==> src/rtl/hhc_pkg.sv <==
package hhc_pkg;

  localparam int EL_W = 2;

  localparam logic [EL_W-1:0] LVL0 = 2'd0;
  localparam logic [EL_W-1:0] LVL1 = 2'd1;
  localparam logic [EL_W-1:0] LVL2 = 2'd2;
  localparam logic [EL_W-1:0] LVL3 = 2'd3;

  typedef enum logic [1:0] {
    TAG_LOW_NAME  = 2'd0,
    TAG_HYP_NAME  = 2'd1,
    TAG_ALIAS_02  = 2'd2,
    TAG_RESERVED  = 2'd3
  } acc_tag_e;

  typedef enum logic [1:0] {
    RGM_NONE = 2'd0,
    RGM_K10  = 2'd1,
    RGM_HYP  = 2'd2,
    RGM_MON  = 2'd3
  } regime_e;

  typedef struct packed {
    regime_e id;
    logic    two_regions;
    logic    asid;
  } regime_t;

  localparam logic BANK_LOW = 1'b0;
  localparam logic BANK_HYP = 1'b1;

  function automatic logic [EL_W-1:0] lvl_raise(input logic [EL_W-1:0] want,
                                                input logic [EL_W-1:0] floor_lvl);
    return (want < floor_lvl) ? floor_lvl : want;
  endfunction

  function automatic regime_t regime_attrs(input regime_e id, input logic host_mode);
    regime_t r;
    r.id = id;
    unique case (id)
      RGM_K10: begin r.two_regions = 1'b1;      r.asid = 1'b1;      end
      RGM_HYP: begin r.two_regions = host_mode; r.asid = host_mode; end
      default: begin r.two_regions = 1'b0;      r.asid = 1'b0;      end
    endcase
    return r;
  endfunction

endpackage

==> src/rtl/hhc_route_lane.sv <==
module hhc_route_lane
  import hhc_pkg::*;
(
  input  logic [EL_W-1:0] cur_el,
  input  logic            el0_trap,
  input  logic            hyp_bit,
  input  logic            mon_bit,
  output logic [EL_W-1:0] tgt,
  output logic            mon_hit,
  output logic            forced,
  output logic            clamped
);

  logic [EL_W-1:0] raw_tgt;

  always_comb begin
    mon_hit = mon_bit;
    forced  = !mon_bit && el0_trap;
    if (mon_bit)       raw_tgt = LVL3;
    else if (el0_trap) raw_tgt = LVL2;
    else if (hyp_bit)  raw_tgt = LVL2;
    else               raw_tgt = LVL1;
    clamped = raw_tgt < cur_el;
    tgt     = lvl_raise(raw_tgt, cur_el);
  end

endmodule

==> src/rtl/hhc_irq_router.sv <==
module hhc_irq_router
  import hhc_pkg::*;
#(
  parameter int NUM_CLASSES = 3
) (
  input  logic [EL_W-1:0]                  cur_el,
  input  logic                             host_ctx,
  input  logic [NUM_CLASSES-1:0]           route_hyp,
  input  logic [NUM_CLASSES-1:0]           route_mon,
  output logic [NUM_CLASSES-1:0][EL_W-1:0] tgt,
  output logic                             el0_trap,
  output logic [NUM_CLASSES-1:0]           mon_hit,
  output logic [NUM_CLASSES-1:0]           forced,
  output logic [NUM_CLASSES-1:0]           clamped
);

  assign el0_trap = (cur_el == LVL0) && host_ctx;

  for (genvar c = 0; c < NUM_CLASSES; c++) begin : g_lane
    hhc_route_lane u_lane (
      .cur_el   (cur_el),
      .el0_trap (el0_trap),
      .hyp_bit  (route_hyp[c]),
      .mon_bit  (route_mon[c]),
      .tgt      (tgt[c]),
      .mon_hit  (mon_hit[c]),
      .forced   (forced[c]),
      .clamped  (clamped[c])
    );
  end

endmodule

==> src/rtl/hhc_bank_sel.sv <==
module hhc_bank_sel
  import hhc_pkg::*;
(
  input  logic [EL_W-1:0] cur_el,
  input  logic            host_mode,
  input  logic [1:0]      tag_in,
  output logic            bank,
  output logic            undef_acc,
  output logic            redirect_hit,
  output logic            alias_hit
);

  acc_tag_e tag;
  logic     hyp_host;

  assign tag      = acc_tag_e'(tag_in);
  assign hyp_host = (cur_el == LVL2) && host_mode;

  always_comb begin
    bank         = BANK_LOW;
    undef_acc    = 1'b0;
    redirect_hit = 1'b0;
    alias_hit    = 1'b0;
    unique case (tag)
      TAG_LOW_NAME: begin
        redirect_hit = hyp_host;
        bank         = hyp_host ? BANK_HYP : BANK_LOW;
      end
      TAG_HYP_NAME: begin
        bank = BANK_HYP;
      end
      TAG_ALIAS_02: begin
        alias_hit = hyp_host;
        undef_acc = !hyp_host;
        bank      = BANK_LOW;
      end
      default: begin
        undef_acc = 1'b1;
        bank      = BANK_LOW;
      end
    endcase
  end

endmodule

==> src/rtl/hhc_regime.sv <==
module hhc_regime
  import hhc_pkg::*;
(
  input  logic [EL_W-1:0] cur_el,
  input  logic            host_mode,
  input  logic            host_ctx,
  output logic [1:0]      regime,
  output logic            two_regions,
  output logic            asid_en,
  output logic            el0_in_host
);

  regime_e sel;
  regime_t attrs;

  assign el0_in_host = (cur_el == LVL0) && host_mode && host_ctx;

  always_comb begin
    unique case (cur_el)
      LVL0:    sel = el0_in_host ? RGM_HYP : RGM_K10;
      LVL1:    sel = RGM_K10;
      LVL2:    sel = RGM_HYP;
      default: sel = RGM_MON;
    endcase
    attrs = regime_attrs(sel, host_mode);
  end

  assign regime      = attrs.id;
  assign two_regions = attrs.two_regions;
  assign asid_en     = attrs.asid;

endmodule

==> src/rtl/hyp_host_ctrl_dec.sv <==
module hyp_host_ctrl_dec
  import hhc_pkg::*;
#(
  parameter int NUM_CLASSES = 3
) (
  input  logic [1:0]                  cur_el,
  input  logic                        host_mode,
  input  logic                        host_ctx,
  input  logic [NUM_CLASSES-1:0]      route_hyp,
  input  logic [NUM_CLASSES-1:0]      route_mon,
  input  logic [1:0]                  acc_tag,
  output logic [NUM_CLASSES-1:0][1:0] irq_target,
  output logic                        acc_bank,
  output logic                        acc_undef,
  output logic [1:0]                  xlat_regime,
  output logic                        xlat_two_regions,
  output logic                        xlat_asid
);

  // Internal events, named for the bound checker
  logic                   el0_trap;
  logic [NUM_CLASSES-1:0] lane_mon_hit;
  logic [NUM_CLASSES-1:0] lane_forced;
  logic [NUM_CLASSES-1:0] lane_clamped;
  logic                   redirect_hit;
  logic                   alias_hit;
  logic                   el0_in_host;

  hhc_irq_router #(.NUM_CLASSES(NUM_CLASSES)) u_router (
    .cur_el    (cur_el),
    .host_ctx  (host_ctx),
    .route_hyp (route_hyp),
    .route_mon (route_mon),
    .tgt       (irq_target),
    .el0_trap  (el0_trap),
    .mon_hit   (lane_mon_hit),
    .forced    (lane_forced),
    .clamped   (lane_clamped)
  );

  hhc_bank_sel u_bank (
    .cur_el       (cur_el),
    .host_mode    (host_mode),
    .tag_in       (acc_tag),
    .bank         (acc_bank),
    .undef_acc    (acc_undef),
    .redirect_hit (redirect_hit),
    .alias_hit    (alias_hit)
  );

  hhc_regime u_regime (
    .cur_el      (cur_el),
    .host_mode   (host_mode),
    .host_ctx    (host_ctx),
    .regime      (xlat_regime),
    .two_regions (xlat_two_regions),
    .asid_en     (xlat_asid),
    .el0_in_host (el0_in_host)
  );

endmodule

==> config.mk <==
export PLATFORM = sky130hd
export DESIGN_NAME = hyp_host_ctrl_dec
export DESIGN_NICKNAME = d
export VERILOG_FILES = /design/src/rtl/hhc_pkg.sv /design/src/rtl/hhc_route_lane.sv /design/src/rtl/hhc_irq_router.sv /design/src/rtl/hhc_bank_sel.sv /design/src/rtl/hhc_regime.sv /design/src/rtl/hyp_host_ctrl_dec.sv
export SDC_FILE = /design/constraint.sdc
export NUM_CORES = 1
export LEC_CHECK = 0
export BUFFER_PORTS_ARGS = -buffer_cell sky130_fd_sc_hd__buf_4
export CORE_AREA = 2 2 39 41
export DETAILED_ROUTE_END_ITERATION = 6
export DIE_AREA = 0 0 41 43
export GPL_ROUTABILITY_DRIVEN = 0
export PLACE_DENSITY = 0.58
export SLEW_MARGIN = 20
export SYNTH_ARGS = -nofsm -noshare
export SYNTH_HDL_FRONTEND = slang
export SYNTH_SLANG_ARGS = --single-unit
export TNS_END_PERCENT = 20
==> constraint.sdc <==
create_clock -name vclk -period 1.1
set_input_delay 0.11 -clock vclk [all_inputs]
set_output_delay 0.11 -clock vclk [all_outputs]
set_load 0.1 [all_outputs]
==> flow_summary.ini, run 1 <==
[outcome]
status = finished with violations
violations = negative setup slack

[run]
drv_cap = 0

[final_layout]
mostFrequentLayoutCells = 26 x buf_4, 6 x buf_6, 4 x inv_1, 4 x buf_12
design_area_sq_um = 817
seqCellArea_sq_um = 0
area_growth_pct = 163
clockBufferCount = 0
final_common_cell = buf_4
utilization_pct = 59.0
design.seq.count = 0
antenna-diode-count = 0
finalNonFillerCells = 94
drive_gt1_share_pct = 73.1
finalNetCount = 98

[route]
drt_pass1_iterations = 1
via_per_inst = 4.62
routedWlPerCell_um = 12.1
drt_iter0_drc = 0
drc = 0
vias = 434
ant_nets = 0
routed_wl_um = 1140

[sta]
worst_slew_pin_slew_ns = 0.330
maxSlewViolCount = 0
finalSetupViolations = 6
max_freq_mhz = 643
rsz0062_at_grt = true
finalCriticalPeriod_ns = 1.55
finalCritPeriodShare_pct = 141
setup_slack_ns = -0.454
hold_violations = 0
slew_headroom_pct = 78.0

[floorplanning]
die_h_um = 43
io-pin-count = 24
initial_core_util_pct = 22.4
core_sq_um = 1380
fp.dieW_um = 41
dieArea_sq_um = 1760
num_rows = 14

[power_and_ir_drop]
p_int_uw = 237
switchingPower_uw = 364
swShare_pct = 60.6
leakagePower_uw = 0.000354
comb_power_share_pct = 100.0
p_seq_share_pct = 0
peakVddDrop_v = 0.000353
clockPowerShare_pct = 0
power_density_nw_per_um2 = 735

[global_routing]
grt_pass1_vias = 436
grt_max_degree = 9
grt_usage_pct = 14.0
antenna_found_initial = 0
grt_pass1_wl_um = 1740
overflow = 0

[setup_path]
endpoint_kind = output port
critPathRequiredTime_ns = 0.99
startpoint_type = primary input
criticalPathCategory = primary input to output port
cp_max_fo = 5
cp.arrival_ns = 1.44

[worst_hold_path]
hold_start = acc_tag[1]
holdPathStages = 3
hold_path.class = primary input to output port
whs_endpoint = acc_bank

[place]
dpl.hpwl_um = 824
placed_area_sq_um = 636
io_buffers = 24
dp.cells = 93

[logic_synthesis]
ys_seq_area_share_pct = 0
synth_fp_nets = 61
avgSynthCellArea_sq_um = 7.22
yosysWarnings = 0
syn_area_sq_um = 310
synth.distinct_cells = 17
synthCells = 43

[clock_tree]
holdBufCountCts = 0
-- through the flow --
step	setup WS [ns]	hold slack, ns	total power [uW]	setup TNS [ns]
after floorplan	-0.505	0.396	353	-2.89
after global placement	-0.513	0.564	476	-2.03
after detailed placement	-0.569	0.567	482	-2.17
after CTS	-0.462	0.515	599	-1.91
after global routing	-0.494	0.521	628	-2.31
final	-0.454	0.516	601	-1.87
-- power by group through the flow --
stage | Sequential (uW) | Clock (uW) | Combinational (uW)
6_report | 0 | 0 | 601
3_5_place_dp | 0 | 0 | 482
3_3_place_gp | 0 | 0 | 476
4_1_cts | 0 | 0 | 599
5_1_grt | 0 | 0 | 628
2_1_floorplan | 0 | 0 | 353
-- critical path, cell delays in order --
cell	delay, ns
buf_6	0.07
nand2b_4	0.12
nor2_4	0.05
or3_4	0.33
ha_4	0.23
o32ai_4	0.30
a21oi_4	0.06
buf_12	0.17
-- area by class of cell --
type | instances | area (sq um)
fill | 133 | 567
inverter | 4 | 15.0
multi-input combinational | 37 | 424
tap | 16 | 20.0
timing repair buffer | 37 | 358
-- worst max-delay path by stage --
stage	start	end	cells past startpoint
floorplan	cur_el[1]	irq_target[0]	6
detailed placement	cur_el[1]	irq_target[0]	8
CTS	cur_el[1]	irq_target[0]	8
finish	cur_el[1]	irq_target[4]	8
global route	cur_el[1]	irq_target[4]	8
global placement	cur_el[1]	irq_target[2]	8
-- synthesized netlist by cell type --
| library cell | instances | share of area (%) |
|---|---|---|
| nand2b_4 | 1 | 4.4 |
| or3_1 | 3 | 6.0 |
| o32ai_1 | 3 | 8.5 |
| inv_1 | 4 | 4.8 |
| nor2b_2 | 1 | 2.8 |
| nand2_1 | 4 | 4.8 |
| nand2b_1 | 4 | 8.1 |
| a21o_2 | 1 | 2.8 |
| a21oi_1 | 4 | 6.5 |
| nor3_1 | 3 | 4.8 |
| nor2_4 | 1 | 3.6 |
| nor2_1 | 4 | 4.8 |
| buf_12 | 1 | 6.5 |
| o21a_1 | 1 | 2.4 |
| buf_4 | 1 | 2.4 |
| or2b_1 | 1 | 2.4 |
| ha_1 | 6 | 24 |
-- timing repair --
item / in CTS / in global routing
setup endpoints to repair: 12 / 11
pin swaps: 4 / 3
setup buffers: 1 / 0
resized for setup: 29 / 2
-- routing by layer --
layer	track usage, %	routed length, um	share of wire [%]	up-vias
met5	0	0	0	-
met4	0	0	0	0
met3	0.524	68	6.0	0
met2	28.4	619	54	17
met1	15.2	449	40	198
li1	-	-	-	219
-- cell families (layout without fill, tap and decap cells) --
kind of cell	count (synthesis)	after routing	share of synthesized area [%]
AND/OR/NAND/NOR	22	22	41.9
adder cells (fa/ha/maj)	6	6	24.2
buffers and inverters	6	41	13.7
AO/OA/AOI/OAI	9	9	20.2
(Power assumes the default switching activity.)
==> run 2: changes to the inputs <==
--- a/config.mk
+++ b/config.mk
@@ -5,12 +5,13 @@
 export SDC_FILE = /design/constraint.sdc
 export NUM_CORES = 1
 export LEC_CHECK = 0
+export ABC_AREA = 1
 export BUFFER_PORTS_ARGS = -buffer_cell sky130_fd_sc_hd__buf_4
 export CORE_AREA = 2 2 39 41
 export DETAILED_ROUTE_END_ITERATION = 6
 export DIE_AREA = 0 0 41 43
 export GPL_ROUTABILITY_DRIVEN = 0
-export PLACE_DENSITY = 0.58
+export PLACE_DENSITY = 0.57
 export SLEW_MARGIN = 20
 export SYNTH_ARGS = -nofsm -noshare
 export SYNTH_HDL_FRONTEND = slang
==> flow_summary.ini, run 2 <==
[logic_synthesis]
ys_seq_area_share_pct = 0
synthSimpleGateAreaFrac_pct = 49.2
yosysMostFrequentCell = inv_1
synth.area.top_cells = ha_1 25%, inv_1 16%, nand2_1 15%
synth_compound_area_share_pct = 4.10
synthXorXnorAreaFrac_pct = 0
yosys.area_share.adder_pct = 24.6
avgSynthCellArea_sq_um = 5.65
syn_area_sq_um = 305
netlist.area_leader.share_pct = 24.6
synth_area_leader_cell = ha_1
synth_top_family_by_area = simple AND/OR/NAND/NOR gates
yosysWarnings = 0
synth_commonest_cells = 13 x inv_1, 12 x nand2_1, 6 x ha_1, 5 x nand2_2, 5 x nor2_2
synth.distinct_cells = 13
synthMuxAreaShare_pct = 0
synthCells = 54
synth_fp_nets = 72

[sta]
setup_slack_ns = -0.281
finalCriticalPeriod_ns = 1.38
rsz0062_at_grt = true
slew_headroom_pct = 81.6
max_freq_mhz = 724
finalCritPeriodShare_pct = 126
fin_tns_setup_ns = -1.14
finalSetupViolations = 8
maxSlewViolCount = 0
worst_slew_pin_slew_ns = 0.278
hold_violations = 0

[worst_hold_path]
hold_path.class = primary input to output port
holdPathStages = 4
hold_start = acc_tag[1]
whs_endpoint = acc_undef

[final_layout]
area_growth_pct = 177
finalNonFillerCells = 106
utilization_pct = 61.0
final_common_cell = buf_4
seqCellArea_sq_um = 0
nFillCells = 121
drive_gt1_share_pct = 74.4
design_area_sq_um = 845
clockBufferCount = 0
design.seq.count = 0
antenna-diode-count = 0
mostFrequentLayoutCells = 25 x buf_4, 9 x inv_1, 8 x buf_12
finalNetCount = 110

[floorplanning]
fp.dieW_um = 41
dieArea_sq_um = 1760
die_h_um = 43
core_sq_um = 1380
num_rows = 14
io-pin-count = 24
initial_core_util_pct = 22.1

[setup_path]
endpoint_kind = output port
crit_family = simple AND/OR/NAND/NOR gates
startpoint_type = primary input
critPathRequiredTime_ns = 0.99
criticalPathCategory = primary input to output port
critical-path-max-stage-delay_ns = 0.25
crit_slowest_cell = ha_1
critPathBufInv = 3
crit_chain = buf_4, nand2_4, nand2_4, nor2_4, inv_2, ha_1, or2_1, nand2_1, nand2_2, buf_12
path_depth = 10
cp.arrival_ns = 1.27
crit_top_cell = nand2_4
cp_max_fo = 3

[place]
dpl.hpwl_um = 683
dp.cells = 105
io_buffers = 24
placed_area_sq_um = 624

[global_routing]
overflow = 0
grt_pass1_vias = 375
antenna_found_initial = 0
grt_max_degree = 5
grt_pass1_wl_um = 1380
grt_usage_pct = 10.4

[outcome]
violations = negative setup slack
status = finished with violations

[run]
drv_cap = 0

[route]
drt_iter0_drc = 0
routedWlPerCell_um = 8.05
drc = 0
ant_nets = 0
routed_wl_um = 853
vias = 418
via_per_inst = 3.94
drt_pass1_iterations = 1

[power_and_ir_drop]
total_power_uw = 571
peakVddDrop_v = 0.000325
power_density_nw_per_um2 = 676
leakagePower_uw = 0.000437
run 2: changes by cell type in the layout (fill, tap and decap cells not counted), sizes merged, moves of 3 or more:
cell,change
a21oi,-3
inv,+12
nand2,+13
nand2b,-5
nor3,-3
o32ai,-3
or2,+6
or3,-3
run 2: worst max path at each step:
stage               from            end  slack, ns
6_report        host_ctx  irq_target[4]      -0.28
5_1_grt        cur_el[1]  irq_target[4]      -0.38
4_1_cts        cur_el[1]  irq_target[0]      -0.31
3_5_place_dp    host_ctx  irq_target[0]      -0.46
3_3_place_gp    host_ctx  irq_target[0]      -0.44
2_1_floorplan  cur_el[0]  irq_target[2]      -0.24
run 2: repair_timing:
action | in CTS | in global routing
hold buffers | 0 | 0
resized for setup | 47 | 4
setup buffers | 1 | 0
endpoints found under the hold margin | 0 | 0
setup endpoints to repair | 9 | 9
pin swaps | 7 | 5
run 2: kinds of logic after synthesis:
kind of cell             count (synthesis)
buffers and inverters                   17
adder cells (fa/ha/maj)                  6
AND/OR/NAND/NOR                         29
AO/OA/AOI/OAI                            2
run 2: where the power goes:
group | total [uW] | switching, uW | internal, uW
sequential | 0 | 0 | 0
clock | 0 | 0 | 0
combinational | 571 | 355 | 215
total | 571 | 355 | 215
run 2: final cells by class:
cell class	instances	area, sq um	share of cell area (%)
Multi-Input combinational cell	37	369	43.7
Tap cell	16	20.0	2.37
Inverter	16	62.6	7.41
Timing Repair Buffer	37	393	46.5
run 2: layer usage:
layer	part of all wire, %	global-route usage (%)	vias up
met5	0	0	-
met4	0	0	0
met3	7.0	0.524	0
met2	55	18.1	13
met1	38	14.2	179
li1	-	-	226
run 2: tightest hold or removal path: cells and delay by family:
kind                   cells  cell delay (ns)
AO/OA/AOI/OAI              1             0.05
buffers and inverters      3             0.36
run 2: through the flow:
step           hold slack [ns]  setup WS [ns]
2_1_floorplan            0.433         -0.243
6_report                 0.631         -0.281
3_5_place_dp             0.681         -0.464
4_1_cts                  0.630         -0.314
3_3_place_gp             0.674         -0.437
5_1_grt                  0.646         -0.377
==> run 3: changes to the inputs <==
--- a/config.mk
+++ b/config.mk
@@ -7,13 +7,13 @@
 export LEC_CHECK = 0
 export ABC_AREA = 1
 export BUFFER_PORTS_ARGS = -buffer_cell sky130_fd_sc_hd__buf_4
-export CORE_AREA = 2 2 39 41
+export CORE_UTILIZATION = 27
 export DETAILED_ROUTE_END_ITERATION = 6
-export DIE_AREA = 0 0 41 43
 export GPL_ROUTABILITY_DRIVEN = 0
 export PLACE_DENSITY = 0.57
 export SLEW_MARGIN = 20
 export SYNTH_ARGS = -nofsm -noshare
 export SYNTH_HDL_FRONTEND = slang
+export SYNTH_HIERARCHICAL = 1
 export SYNTH_SLANG_ARGS = --single-unit
 export TNS_END_PERCENT = 20
==> flow_summary.ini, run 3 <==
[power_and_ir_drop]
power_density_nw_per_um2 = 701
total_power_uw = 750
leakagePower_uw = 0.000531
peakVddDrop_v = 0.000546

[place]
dpl.hpwl_um = 879
io_buffers = 24
pre_cts_ws_ns = -0.459

[route]
drc = 0
ant_nets = 0
vias = 532
routedWlPerCell_um = 8.39
routed_wl_um = 1090
via_per_inst = 4.09
drt_pass1_iterations = 6
drt_iter0_drc = 8

[sta]
slew_headroom_pct = 81.4
finalCriticalPeriod_ns = 1.37
setup_slack_ns = -0.268
hold_violations = 0
finalCritPeriodShare_pct = 124
finalSetupViolations = 6
rsz0062_at_grt = true
fin_tns_setup_ns = -1.10
worst_slew_pin_slew_ns = 0.281
max_freq_mhz = 731
maxSlewViolCount = 0

[outcome]
violations = negative setup slack
status = finished with violations

[final_layout]
final_common_cell = buf_4
antenna-diode-count = 0
mostFrequentLayoutCells = 26 x buf_4, 17 x inv_1, 13 x nand2_4
area_growth_pct = 146
clockBufferCount = 0
utilization_pct = 71.0
drive_gt1_share_pct = 71.1
seqCellArea_sq_um = 0
design.seq.count = 0
finalNetCount = 134

[floorplanning]
io-pin-count = 24
fp.dieW_um = 42.1
die_h_um = 42.1
initial_core_util_pct = 28.8
core_sq_um = 1510
dieArea_sq_um = 1770
num_rows = 14

[run]
drv_cap = 0

[logic_synthesis]
synth_fp_nets = 98
synthCells = 80
avgSynthCellArea_sq_um = 5.43
syn_area_sq_um = 434
yosysWarnings = 6

[setup_path]
startpoint_type = primary input
crit_top_cell = nand2_4
critPathBufInv = 5
cp.arrival_ns = 1.26
critical-path-max-stage-delay_ns = 0.19
endpoint_kind = output port
crit_family = simple AND/OR/NAND/NOR gates
crit_chain = buf_6, inv_4, nand2_4, nor2_4, inv_2, nand2_4, nor2_4, inv_2, ha_4, nand2_4, nand2_4, nand2_4, nand2_8, buf_12
criticalPathCategory = primary input to output port
crit_slowest_cell = ha_4
cp_max_fo = 3
critPathRequiredTime_ns = 0.99

[worst_hold_path]
holdPathStages = 4
hold_start = host_ctx
hold_path.class = primary input to output port
whs_endpoint = xlat_regime[1]

[clock_tree]
holdBufCountCts = 0
post_cts_buffers = 0

[global_routing]
grt_pass1_wl_um = 1930
overflow = 0
antenna_found_initial = 0
grt_pass1_vias = 516
grt_max_degree = 11
grt_usage_pct = 12.9
-- run 3: per-layer routing --
| metal | track usage (%) | wire [um] | vias up |
|---|---|---|---|
| met5 | 0 | 0 | - |
| met4 | 0 | 0 | 0 |
| met3 | 0 | 30 | 0 |
| met2 | 25.9 | 566 | 9 |
| met1 | 16.1 | 494 | 227 |
| li1 | - | - | 296 |
-- run 3: through the flow --
step                      instance area (sq um)  std cells  hold slack (ns)
after floorplan                             587         80            0.424
after global placement                      862        130            0.656
after detailed placement                    862        130            0.652
after CTS                                   985        130            0.652
after global routing                       1070        130            0.682
final                                      1070        130            0.651
-- run 3: area by class of cell --
cell class | instances | area, sq um
well taps | 16 | 20.0
fillers | 137 | 437
repair buffers | 35 | 358
inverters | 27 | 115
multi-input cells | 52 | 577
-- run 3: how the worst max path moves through the flow --
stage,start,endpoint,slack [ns],cells past startpoint
finish,cur_el[0],irq_target[4],-0.27,14
CTS,cur_el[0],irq_target[0],-0.39,14
global route,cur_el[0],irq_target[2],-0.33,14
global placement,cur_el[0],irq_target[0],-0.45,13
detailed placement,cur_el[0],irq_target[0],-0.46,13
floorplan,cur_el[0],irq_target[0],-0.11,12
-- run 3: tightest hold or removal path: stages --
cell and delay [ns]:
buf_6 0.10, inv_1 0.07, o21bai_2 0.09, buf_12 0.16
-- run 3: where the power goes --
group	internal [uW]	total (uW)	switching [uW]	leakage [uW]
registers	0	0	0	0
logic	274	750	476	0.000531
clock network	0	0	0	0
-- run 3: what timing repair did --
| item | CTS | global route |
|---|---|---|
| gates resized for setup | 28 | 16 |
| setup endpoints to repair | 7 | 7 |
| endpoints found under the hold margin | 0 | 0 |
| pin swaps | 7 | 10 |
